--- config.mk ---
export PLATFORM = sky130hd
export DESIGN_NAME = can_fault_guard
export DESIGN_NICKNAME = d
export VERILOG_FILES = /design/src/rtl/can_fc_pkg.sv /design/src/rtl/can_fc_counters.sv /design/src/rtl/can_fc_idle.sv /design/src/rtl/can_fc_ctrl.sv /design/src/rtl/can_fault_guard.sv
export SDC_FILE = /design/constraint.sdc
export NUM_CORES = 1
export LEC_CHECK = 0
export BUFFER_PORTS_ARGS = -buffer_cell sky130_fd_sc_hd__clkbuf_2
export CORE_UTILIZATION = 60
export DETAILED_ROUTE_END_ITERATION = 7
export HOLD_SLACK_MARGIN = 0.15
export PLACE_DENSITY = 0.87
export SKIP_LAST_GASP = 1
export SYNTH_ARGS = -nofsm -noshare
export SYNTH_HDL_FRONTEND = slang
export SYNTH_SLANG_ARGS = --single-unit
--- constraint.sdc ---
create_clock -name clk -period 6.7 [get_ports clk]
set_input_delay 2.01 -clock clk [delete_from_list [all_inputs] [get_ports clk]]
set_output_delay 2.01 -clock clk [all_outputs]
set_load 0.01 [all_outputs]
--- src/rtl/can_fc_pkg.sv ---
package can_fc_pkg;
  localparam int CNT_W   = 8;
  localparam int CNT_MAX = (1 << CNT_W) - 1;

  typedef logic [CNT_W-1:0] cnt_t;

  // true when adding step would leave the counter range
  function automatic logic fc_exceeds(cnt_t c, int step);
    return (int'(c) + step) > CNT_MAX;
  endfunction

  function automatic cnt_t fc_add_sat(cnt_t c, int step);
    if ((int'(c) + step) > CNT_MAX) return cnt_t'(CNT_MAX);
    return cnt_t'(int'(c) + step);
  endfunction

  function automatic cnt_t fc_dec_sat(cnt_t c);
    if (c == '0) return '0;
    return c - cnt_t'(1);
  endfunction

  function automatic logic fc_either_ge(cnt_t a, cnt_t b, int lim);
    return (int'(a) >= lim) || (int'(b) >= lim);
  endfunction
endpackage

--- src/rtl/can_fc_counters.sv ---
module can_fc_counters
  import can_fc_pkg::*;
#(
  parameter int TX_STEP = 8,
  parameter int RX_STEP = 1
) (
  input  logic clk,
  input  logic rst_n,
  input  logic tx_err,
  input  logic rx_err,
  input  logic tx_ok,
  input  logic rx_ok,
  input  logic freeze,
  input  logic clear,
  output cnt_t tec_q,
  output cnt_t rec_q,
  output cnt_t tec_d,
  output cnt_t rec_d,
  output logic tx_over
);
  always_comb begin
    tec_d   = tec_q;
    rec_d   = rec_q;
    tx_over = 1'b0;
    if (clear) begin
      tec_d = '0;
      rec_d = '0;
    end else if (!freeze) begin
      if (tx_err) begin
        if (fc_exceeds(tec_q, TX_STEP)) begin
          tx_over = 1'b1;
          tec_d   = cnt_t'(CNT_MAX);
        end else begin
          tec_d = fc_add_sat(tec_q, TX_STEP);
        end
      end else if (tx_ok) begin
        tec_d = fc_dec_sat(tec_q);
      end
      if (rx_err)     rec_d = fc_add_sat(rec_q, RX_STEP);
      else if (rx_ok) rec_d = fc_dec_sat(rec_q);
    end
  end

  always_ff @(posedge clk or negedge rst_n) begin
    if (!rst_n) begin
      tec_q <= '0;
      rec_q <= '0;
    end else begin
      tec_q <= tec_d;
      rec_q <= rec_d;
    end
  end

  p_tx_step_r1: assert property (@(posedge clk) disable iff (!rst_n)
    (tx_err && !freeze && !clear && !fc_exceeds(tec_q, TX_STEP))
      |=> (int'(tec_q) == int'($past(tec_q)) + TX_STEP));

  p_rx_sat_r2: assert property (@(posedge clk) disable iff (!rst_n)
    (rx_err && !freeze && !clear && rec_q == cnt_t'(CNT_MAX)) |=> (rec_q == cnt_t'(CNT_MAX)));

  p_frozen_r4: assert property (@(posedge clk) disable iff (!rst_n)
    (freeze && !clear) |=> ($stable(tec_q) && $stable(rec_q)));
endmodule

--- src/rtl/can_fc_idle.sv ---
module can_fc_idle #(
  parameter int RUN_BITS = 11,
  parameter int SEQS     = 128
) (
  input  logic clk,
  input  logic rst_n,
  input  logic enable,
  input  logic bit_tick,
  input  logic bus_bit,
  output logic done
);
  localparam int RUN_W = $clog2(RUN_BITS + 1);
  localparam int OCC_W = $clog2(SEQS + 1);
  localparam logic [RUN_W-1:0] RUN_LAST = RUN_W'(RUN_BITS - 1);
  localparam logic [OCC_W-1:0] OCC_LAST = OCC_W'(SEQS - 1);

  logic [RUN_W-1:0] run_q;
  logic [OCC_W-1:0] occ_q;
  logic             run_end;

  assign run_end = enable && bit_tick && bus_bit && (run_q == RUN_LAST);
  assign done    = run_end && (occ_q == OCC_LAST);

  always_ff @(posedge clk or negedge rst_n) begin
    if (!rst_n) begin
      run_q <= '0;
      occ_q <= '0;
    end else if (!enable || done) begin
      run_q <= '0;
      occ_q <= '0;
    end else if (bit_tick) begin
      if (!bus_bit) begin
        run_q <= '0;
      end else if (run_end) begin
        run_q <= '0;
        occ_q <= occ_q + OCC_W'(1);
      end else begin
        run_q <= run_q + RUN_W'(1);
      end
    end
  end

  p_done_gated_r6: assert property (@(posedge clk) disable iff (!rst_n)
    done |-> (enable && bit_tick && bus_bit));

  p_occ_bound_r6: assert property (@(posedge clk) disable iff (!rst_n)
    (int'(occ_q) < SEQS) && (int'(run_q) < RUN_BITS));
endmodule

--- src/rtl/can_fc_ctrl.sv ---
module can_fc_ctrl
  import can_fc_pkg::*;
#(
  parameter int WARN_LIM = 96
) (
  input  logic clk,
  input  logic rst_n,
  input  logic tx_over,
  input  logic recover,
  input  logic host_wr,
  input  logic host_val,
  input  logic irq_en,
  input  cnt_t tec_d,
  input  cnt_t rec_d,
  output logic busoff_q,
  output logic rst_mode_q,
  output logic warn_q,
  output logic irq_q
);
  logic warn_d;
  logic warn_flip;

  assign warn_d    = fc_either_ge(tec_d, rec_d, WARN_LIM);
  assign warn_flip = warn_d != warn_q;

  always_ff @(posedge clk or negedge rst_n) begin
    if (!rst_n) begin
      busoff_q   <= 1'b0;
      rst_mode_q <= 1'b0;
      warn_q     <= 1'b0;
      irq_q      <= 1'b0;
    end else begin
      if (tx_over)      busoff_q <= 1'b1;
      else if (recover) busoff_q <= 1'b0;
      if (tx_over)      rst_mode_q <= 1'b1;
      else if (host_wr) rst_mode_q <= host_val;
      warn_q <= warn_d;
      irq_q  <= irq_en && (warn_flip || tx_over || recover);
    end
  end

  p_enter_reset_r3: assert property (@(posedge clk) disable iff (!rst_n)
    $rose(busoff_q) |-> rst_mode_q);

  p_hold_r5: assert property (@(posedge clk) disable iff (!rst_n)
    (busoff_q && rst_mode_q) |=> busoff_q);

  p_irq_gate_r9: assert property (@(posedge clk) disable iff (!rst_n)
    irq_q |-> $past(irq_en));
endmodule

--- src/rtl/can_fault_guard.sv ---
module can_fault_guard
  import can_fc_pkg::*;
#(
  parameter int TX_STEP     = 8,
  parameter int RX_STEP     = 1,
  parameter int WARN_LIM    = 96,
  parameter int PASSIVE_LIM = 128,
  parameter int RUN_BITS    = 11,
  parameter int IDLE_SEQS   = 128
) (
  input  logic             clk,
  input  logic             rst_n,
  input  logic             tx_err_evt,
  input  logic             rx_err_evt,
  input  logic             tx_ok_evt,
  input  logic             rx_ok_evt,
  input  logic             bit_tick,
  input  logic             bus_bit,
  input  logic             host_wr,
  input  logic             host_val,
  input  logic             irq_en,
  output logic [CNT_W-1:0] tec_o,
  output logic [CNT_W-1:0] rec_o,
  output logic             warn_o,
  output logic             passive_o,
  output logic             busoff_o,
  output logic             rst_mode_o,
  output logic             err_irq_o
);
  cnt_t tec_q, rec_q, tec_d, rec_d;
  logic tx_over;
  logic recover;
  logic idle_en;
  logic busoff_q, rst_mode_q;

  assign idle_en = busoff_q && !rst_mode_q;

  can_fc_counters #(.TX_STEP(TX_STEP), .RX_STEP(RX_STEP)) u_cnt (
    .clk(clk), .rst_n(rst_n),
    .tx_err(tx_err_evt), .rx_err(rx_err_evt),
    .tx_ok(tx_ok_evt), .rx_ok(rx_ok_evt),
    .freeze(busoff_q), .clear(recover),
    .tec_q(tec_q), .rec_q(rec_q), .tec_d(tec_d), .rec_d(rec_d),
    .tx_over(tx_over)
  );

  can_fc_idle #(.RUN_BITS(RUN_BITS), .SEQS(IDLE_SEQS)) u_idle (
    .clk(clk), .rst_n(rst_n), .enable(idle_en),
    .bit_tick(bit_tick), .bus_bit(bus_bit), .done(recover)
  );

  can_fc_ctrl #(.WARN_LIM(WARN_LIM)) u_ctrl (
    .clk(clk), .rst_n(rst_n),
    .tx_over(tx_over), .recover(recover),
    .host_wr(host_wr), .host_val(host_val), .irq_en(irq_en),
    .tec_d(tec_d), .rec_d(rec_d),
    .busoff_q(busoff_q), .rst_mode_q(rst_mode_q),
    .warn_q(warn_o), .irq_q(err_irq_o)
  );

  assign tec_o      = tec_q;
  assign rec_o      = rec_q;
  assign busoff_o   = busoff_q;
  assign rst_mode_o = rst_mode_q;
  assign passive_o  = !busoff_q && fc_either_ge(tec_q, rec_q, PASSIVE_LIM);

  p_recover_clear_r6: assert property (@(posedge clk) disable iff (!rst_n)
    $fell(busoff_q) |-> (tec_q == '0 && rec_q == '0 && !warn_o));

  p_passive_excl_r8: assert property (@(posedge clk) disable iff (!rst_n)
    busoff_o |-> !passive_o);
endmodule

==> results of run 1 <==
per-layer routing:
layer	global-route usage	up-vias	share of wire
li1	-	1027	-
met1	0.376	1062	0.43
met2	0.485	121	0.48
met3	0.0489	17	0.068
met4	0.156	0	0.027
met5	0	-	0
kinds of logic after synthesis:
logic type	Yosys count	synth area share
xor+xnor	9	0.0349
compound gates	71	0.210
fa+ha+maj	10	0.0555
simple gates	108	0.267
flops	32	0.355
buf+inv	34	0.0593
mux	4	0.0177
layout by cell type, fill, tap and decap left out, types with 2 or more instances in the layout:
cell,n
xnor2_1,3
nand4_1,4
inv_1,18
o21bai_1,2
a31oi_1,4
nor4_1,4
nand2_1,12
o211ai_1,3
a211o_1,3
o221ai_1,2
o311ai_1,2
xor2_1,6
nor4b_1,2
ha_1,10
and3_1,4
or4_4,2
o221a_2,2
nand2b_1,7
nand3_1,9
nor2_1,35
or4_1,3
a21oi_1,19
or4b_1,3
clkbuf_8,5
dfrtp_1,32
o21ba_2,2
nor3_1,6
clkbuf_2,31
o31ai_1,2
o311ai_0,2
nor2b_1,2
a211oi_1,2
mux2i_1,4
o22ai_1,4
or3_1,4
o21ai_0,14
worst min-delay path by stage:
stage,to,slack [ns]
after floorplan,u_idle.occ_q[4],0.50
after global placement,u_idle.occ_q[4],0.52
after detailed placement,u_ctrl.rst_mode_q,0.52
after CTS,u_idle.occ_q[6],0.55
after global routing,u_ctrl.rst_mode_q,0.59
final,u_idle.occ_q[4],0.56
tightest hold or removal path, cell delays in order (launching register included):
cell and delay, ns:
dfrtp_1 0.37, xor2_1 0.07, nor2_1 0.08
layout make-up:
class,count,area share
multi-input cells,202,0.523
repair buffers,32,0.0644
clock buffers,5,0.0273
clock inverters,3,0.0168
flip-flops and latches,32,0.317
well taps,46,0.0228
inverters,19,0.0282
registers in the layout (all words and copies together), names as in the netlist:
signal,flops
u_cnt.tec_q,8
u_idle.run_q,4
u_ctrl.rst_mode_q,1
u_cnt.rec_q,8
u_ctrl.busoff_q,1
u_ctrl.irq_q,1
u_idle.occ_q,8
u_ctrl.warn_q,1
power groups by stage:
stage          logic (mW)  registers [mW]  clock network [mW]
4_1_cts             0.424           0.356               0.184
3_3_place_gp        0.411           0.355                   0
2_1_floorplan       0.301           0.337                   0
3_5_place_dp        0.423           0.358                   0
5_1_grt             0.475           0.370               0.192
6_report            0.428           0.360               0.184
metrics by stage:
stage	std cells	setup slack, ns	total power, mW	instance area (um^2)
6_report	339	2.69	0.972	2520
5_1_grt	339	2.57	1.04	2520
4_1_cts	339	2.72	0.964	2520
3_5_place_dp	331	2.42	0.780	2410
3_3_place_gp	331	2.57	0.766	2410
2_1_floorplan	268	2.78	0.638	2260
==> impl_metrics.ini, run 1 <==
[critical_path]
cp.buffers_inverters = 1
cp-start-kind = primary input
arrival_ns = 4.20
crit_chain = clkbuf_2 > nand2b_1 > or4_4 > nor3_2 > or4_1 > o22ai_1 > or2_1 > a211oi_1
cp_max_fo = 11
crit_required_ns = 6.89
critPathCaptureType = register
setup.worst_path.start = bit_tick
r2r_slack_ns = 3.93
cp-endpoint = u_ctrl.irq_q
cp_top_family = simple AND/OR/NAND/NOR gates
reg2reg_depth = 8
path_class = in -> reg
cpMaxStageDelayCell = nor3_2
rr_startpoint = u_idle.occ_q[0]
reg2reg_to = u_ctrl.irq_q
max_stage_delay_ns = 0.59
path_depth = 8

[synth]
ys_warn_count = 0
ys_seq_area_frac = 0.355
async_flop_share = 1.00
syn_nets = 289
syn_inst = 268
synth_cell_types = 58
synth_area_leaders = dfrtp_1 (35%), nor2_1 (5.8%), ha_1 (5.5%)
synth_top_area_cell = dfrtp_1
ys_ff_latch = 32
synth_common_cells = nor2_1 (35), dfrtp_1 (32), a21oi_1 (19)
syn-cell-area_mm2 = 0.00226
yosys.area.top_type_share = 0.355
synth_flop_cell = dfrtp_1
synth_most_common_cell = nor2_1
avgSynthCellArea_um2 = 8.42
synth-edff-count = 0

[finish]
final-seq-area_um2 = 801
antenna_cells = 0
syn_to_final_growth_pct = 11.9
n_fill_cell = 300
layout.nets = 313
finish.utilization = 0.728
multi_input_area_mm2 = 0.00132
layout-drive-gt1-share = 0.177

[clock_network]
cts-root-buf = clkbuf_8
clock_sinks = 32
path_clk_slew_ns = 0.07
clk_path_buf_depth = 2
cts_made_buffers = 5
cts_tree = built
cts_hold_buf = 0
htree_num_levels = 2
clock_latency_ns = 0.29
cts_resized = 0
post-cts-setup-buffers = 0

[detailed_routing]
drtIter0Drc = 219
dr.pass1.iters = 4
finalWirelength_mm = 5.57
drt_drc_violations_left = 0
route.detailed.wl_per_inst_um = 16.4
route.vias.total = 2227
viasPerCell = 6.57
drt.antenna.violating_nets = 0

[power]
ir_worst_vdd_mv = 0.245
p_sw_frac = 0.443
power_frac_clock = 0.189
p_int_mw = 0.541
powerDensity_mw_per_mm2 = 385
seq_power_share = 0.371
pwr-share-comb = 0.440
p_leak_nw = 1.11
netSwitchingPower_mw = 0.431

[worst_hold_path]
hold_path_depth = 2
min-delay-start = u_idle.occ_q[4]
hp-class = reg -> reg

[place]
port_buffers = 31
gp_congestion = 0.921
dp.final_hpwl_mm = 3.86

[sta]
period_share = 0.598
tightest_slew_ns = 0.933
drv_slew = 0
rsz0062_at_grt = no
fin_crit_ns = 4.01
fin_skew_ns = 0.00644
slew_headroom = 0.373
final-hold-violation-count = 0
finalSetupViolCount = 0
fin_tns_setup_ns = 0
fin_hold_ws_ns = 0.563
fmax_mhz = 250

[global_routing]
grt-ovfl-total = 0
grt_pass1_wl_mm = 9.22
grt_max_degree = 33
antenna_found_initial = 0
grt_usage = 0.297
grt_pass1_vias = 2041

[outcome]
status = finished, final reports clean

[floorplanning]
die_area_mm2 = 0.00401
initial_core_util = 0.650
ios = 32
die_w_um = 63.3
die_y_um = 63.3
core_area_mm2 = 0.00347
row_count = 21

[run]
max_cap_violations = 0
Note: power is estimated with default switching activity, not from simulation.
==> run 2: changes to the inputs <==
- CORE_UTILIZATION: 60 -> 52
- PLACE_DENSITY: 0.87 -> 0.8
- clock period: 6.7 -> 3.3 ns (I/O delays scaled with it)
==> impl_metrics.ini, run 2 (synthesis gave the netlist of run 1 again) <==
[floorplanning]
die_area_mm2 = 0.00461
row_count = 23
core_area_mm2 = 0.00409
ios = 32
initial_core_util = 0.552
die_y_um = 67.9
die_w_um = 67.9

[critical_path]
reg2reg_to = u_ctrl.irq_q
path_class = in -> reg
reg2reg_depth = 9
critPathCaptureType = register
cp_max_fo = 7
r2r_slack_ns = 0.69
cp-start-kind = primary input
crit_required_ns = 3.50
max_stage_delay_ns = 0.52
cpMaxStageDelayCell = or4_4
arrival_ns = 2.90
crit_chain = clkbuf_2 > nand2b_1 > or4_4 > or3_1 > o311ai_1 > o211ai_1 > or2_1 > a211oi_1
rr_startpoint = u_cnt.rec_q[0]

[worst_hold_path]
holdPathEnd = u_ctrl.rst_mode_q
hp-class = reg -> reg
min-delay-start = u_ctrl.rst_mode_q
hold_path_depth = 2

[place]
placed_cells = 339
gp_congestion = 0.915
placed_area_mm2 = 0.00245
dp.final_hpwl_mm = 3.75
port_buffers = 31

[clock_network]
path_clk_slew_ns = 0.07
htree_num_levels = 2
cts_made_buffers = 5
cts_resized = 0
clk_path_buf_depth = 2
post-cts-setup-buffers = 0
cts_hold_buf = 0
cts-root-buf = clkbuf_8
clock_latency_ns = 0.29
cts_tree = built
clock_sinks = 32

[sta]
fin_tns_setup_ns = 0
fin_crit_ns = 2.70
fin_skew_ns = 0.00479
tightest_slew_ns = 0.799
final-hold-violation-count = 0
drv_slew = 0
slew_headroom = 0.467
period_share = 0.819
fmax_mhz = 370
fin_hold_ws_ns = 0.538
rsz0062_at_grt = no
finalSetupViolCount = 0

[detailed_routing]
wl_met1_mm = 2.42
drt_drc_violations_left = 0
route.vias.total = 2157
route.detailed.wl_per_inst_um = 15.8
dr_wl_met2_mm = 2.53
routed.top_layer = met4
drt.antenna.violating_nets = 0
wl_met3_um = 421
dr.pass1.iters = 4
viasPerCell = 6.22
drtIter0Drc = 207
finalWirelength_mm = 5.48

[finish]
layout_commonest_cell = nor2_1
fin_cells = 347
final_cell_mix = nor2_1 (35), dfrtp_1 (32), clkbuf_2 (31), a21oi_1 (19), inv_1 (18)
finish.utilization = 0.626
layout.nets = 317
layout-drive-gt1-share = 0.185
post-route-cell-area_mm2 = 0.00256
largest_registers = u_cnt.rec_q x8, u_cnt.tec_q x8, u_idle.occ_q x8
antenna_cells = 0
syn_to_final_growth_pct = 13.3

[power]
powerDensity_mw_per_mm2 = 767
p_leak_nw = 1.14
ir_worst_vdd_mv = 0.461

[global_routing]
grt_max_degree = 33
grt_usage = 0.258
grt-ovfl-total = 0
grt_pass1_wl_mm = 8.73
grt_pass1_vias = 1945
antenna_found_initial = 0

[outcome]
status = finished, final reports clean

[run]
max_cap_violations = 0
## run 2: cell types whose count changed in the layout (fill, tap and decap cells not counted), sizes merged
cell,delta
buf,+4
clkbuf,+1
clkinvlp,-1
## run 2: area by class of cell
class | count | area, um^2
well taps | 50 | 62.6
inverters | 19 | 71.3
clock buffers | 6 | 72.6
fillers | 347 | 1530
clock inverters | 2 | 35.0
multi-input cells | 202 | 1320
repair buffers | 36 | 193
flip-flops and latches | 32 | 801
## run 2: worst max path at each step
stage | from | endpoint | slack [ns] | depth (start not counted)
after floorplan | bit_tick | u_ctrl.irq_q | 0.40 | 9
after global placement | bit_tick | u_ctrl.irq_q | 0.40 | 8
after detailed placement | bit_tick | u_ctrl.irq_q | 0.31 | 8
after CTS | bit_tick | u_ctrl.irq_q | 0.60 | 8
after global routing | rx_ok_evt | u_ctrl.irq_q | 0.45 | 8
final | bit_tick | u_ctrl.irq_q | 0.60 | 8
## run 2: layer usage
layer	track usage	up-vias
li1	-	1028
met1	0.331	1020
met2	0.417	97
met3	0.0633	12
met4	0.104	0
met5	0	-
## run 2: power breakdown
part           switching [mW]  leakage, nW  internal (mW)
registers               0.221        0.396          0.504
logic                   0.491        0.684          0.375
clock network           0.147       0.0552          0.224
## run 2: critical path: cells and delay by family
family / cells / cell delay [ns]
compound gates: 3 / 0.48
buf+inv: 1 / 0.16
simple gates: 4 / 1.27
## run 2: stage by stage
stage	power [mW]	setup WS, ns
final	1.96	0.598
after global routing	2.10	0.455
after CTS	1.96	0.603
after detailed placement	1.58	0.314
after global placement	1.55	0.397
after floorplan	1.29	0.397
==> run 3: changes to the inputs <==
- ABC_AREA: unset -> 1
- CORE_UTILIZATION: 52 -> 58
- PLACE_DENSITY: 0.8 -> 0.84
- clock period: 3.3 -> 2.5 ns (I/O delays scaled with it)
==> impl_metrics.ini, run 3 <==
[critical_path]
path_class = reg -> reg
cp_max_fo = 8
critPathCaptureType = register
crit_required_ns = 2.71
cp-start-kind = register
arrival_ns = 2.33

[sta]
fin_skew_ns = 0.00649
tightest_slew_ns = 0.779
fmax_mhz = 472
fin_tns_setup_ns = 0
final-hold-violation-count = 0
finalSetupViolCount = 0
rsz0062_at_grt = no
drv_slew = 0
setup_ws_ns = 0.381
slew_headroom = 0.481
period_share = 0.847
fin_crit_ns = 2.12

[detailed_routing]
dr.pass1.iters = 5
route.detailed.wl_per_inst_um = 12.9
drt_drc_violations_left = 0
finalWirelength_mm = 5.67
drt.antenna.violating_nets = 0
drtIter0Drc = 240
viasPerCell = 5.68
route.vias.total = 2504

[power]
netSwitchingPower_mw = 1.12
finalPower_mw = 2.36
p_sw_frac = 0.472
power_frac_clock = 0.161
powerDensity_mw_per_mm2 = 883
p_leak_nw = 1.44
pwr-share-comb = 0.485
p_int_mw = 1.25
seq_power_share = 0.355
ir_worst_vdd_mv = 0.453

[finish]
syn_to_final_growth_pct = 13.8
layout.nets = 414
layout-drive-gt1-share = 0.135
antenna_cells = 0
largest_registers = u_cnt.rec_q x8, u_cnt.tec_q x8, u_idle.occ_q x8
finish.utilization = 0.710
layout_commonest_cell = nand2_1
final_cell_mix = nand2_1 (92), inv_1 (50), nor2_1 (37), nand3_1 (33), dfrtp_1 (32)
post-route-cell-area_mm2 = 0.00268

[floorplanning]
die_y_um = 65.7
die_area_mm2 = 0.00432
row_count = 22
die_w_um = 65.7
core_area_mm2 = 0.00377
ios = 32
initial_core_util = 0.624

[global_routing]
grt_pass1_wl_mm = 9.69
grt_pass1_vias = 2208
grt_max_degree = 33
grt-ovfl-total = 0
grt_usage = 0.292
antenna_found_initial = 0

[place]
dp.final_hpwl_mm = 4.28
gp_congestion = 0.917
port_buffers = 31
placed_area_mm2 = 0.00260
place_ws_ns = 0.125

[synth]
avgSynthCellArea_um2 = 6.65
ys_ff_latch = 32
syn_inst = 354
synth_cell_types = 34
async_flop_share = 1.00
synth_area_leaders = dfrtp_1 (34%), nand2_1 (15%), inv_1 (8.0%)
ys_warn_count = 0
synth_common_cells = nand2_1 (92), inv_1 (50), nor2_1 (37)
syn_nets = 375
synth_most_common_cell = nand2_1
synth_top_area_cell = dfrtp_1
ys_seq_area_frac = 0.340
syn-cell-area_mm2 = 0.00235
synth-edff-count = 0
synth_flop_cell = dfrtp_1
yosys.area.top_type_share = 0.340

[clock_network]
cts_hold_buf = 0
path_clk_slew_ns = 0.07
post-cts-setup-buffers = 0
htree_num_levels = 2
cts-root-buf = clkbuf_8
clock_latency_ns = 0.28
cts_tree = built
cts_made_buffers = 5
clock_sinks = 32
cts_resized = 0
clk_path_buf_depth = 2

[run]
max_cap_violations = 0

[outcome]
status = finished, final reports clean

[worst_hold_path]
hp-class = reg -> reg
## run 3: cell count changes in the layout (fill, tap and decap cells not counted), moves of 7 or more
cell / before / now
a21oi_1: 19 / 28
inv_1: 18 / 50
nand2_1: 12 / 92
nand2b_1: 7 / 0
nand3_1: 9 / 33
## run 3: worst max-delay path, stage by stage (launching register included)
cell	delay (ns)
dfrtp_1	0.43
inv_1	0.08
ha_1	0.14
nand3_1	0.11
nor3_4	0.20
nand2_2	0.07
nor2_2	0.27
nor2_2	0.14
nand2_1	0.14
nand3_1	0.10
nor2_1	0.14
o21ai_0	0.09
a21oi_1	0.12
## run 3: layout make-up
cell class	instances	area, um^2
clock buffer	5	68.8
sequential	32	801
clock inverter	2	12.5
fill	339	1090
tap	48	60.1
inverter	51	191
multi-input combinational	264	1330
timing repair buffer	39	215
## run 3: final timing paths
path / from / end / slack (ns) / cells past startpoint
worst max register to register: u_idle.run_q[0] / u_idle.occ_q[7] / 0.38 / 12
worst max-delay path: u_idle.run_q[0] / u_idle.occ_q[7] / 0.38 / 12
min in group asynchronous: rst_n / u_cnt.rec_q[2] / 0.54 / 1
worst min-delay path: u_idle.occ_q[7] / u_idle.occ_q[7] / 0.49 / 1
worst min register to register: u_idle.occ_q[7] / u_idle.occ_q[7] / 0.49 / 1
max in group asynchronous: rst_n / u_cnt.tec_q[0] / 1.47 / 1
## run 3: metrics by stage
step	cells	hold WS [ns]
2_1_floorplan	354	0.433
3_3_place_gp	434	0.452
3_5_place_dp	434	0.471
4_1_cts	441	0.482
5_1_grt	441	0.504
6_report	441	0.495
## run 3: logic make-up after synthesis
group / after synthesis / synth area share
AO/OA/AOI/OAI: 63 / 0.152
XOR/XNOR: 6 / 0.0223
adder cells (fa/ha/maj): 10 / 0.0532
buffers and inverters: 58 / 0.0952
flip-flops: 32 / 0.340
AND/OR/NAND/NOR: 185 / 0.338
## run 3: routing by layer
| layer | track usage | wire, um |
|---|---|---|
| met1 | 0.397 | 2610 |
| met2 | 0.466 | 2610 |
| met3 | 0.0625 | 390 |
| met4 | 0.0761 | 60 |
| met5 | 0 | 0 |
## run 3: power by group through the flow
stage          clock network (mW)  logic, mW  registers [mW]
2_1_floorplan                   0      0.828           0.814
3_3_place_gp                    0       1.11           0.842
3_5_place_dp                    0       1.13           0.843
4_1_cts                     0.387       1.14           0.832
5_1_grt                     0.418       1.33           0.853
6_report                    0.380       1.15           0.838
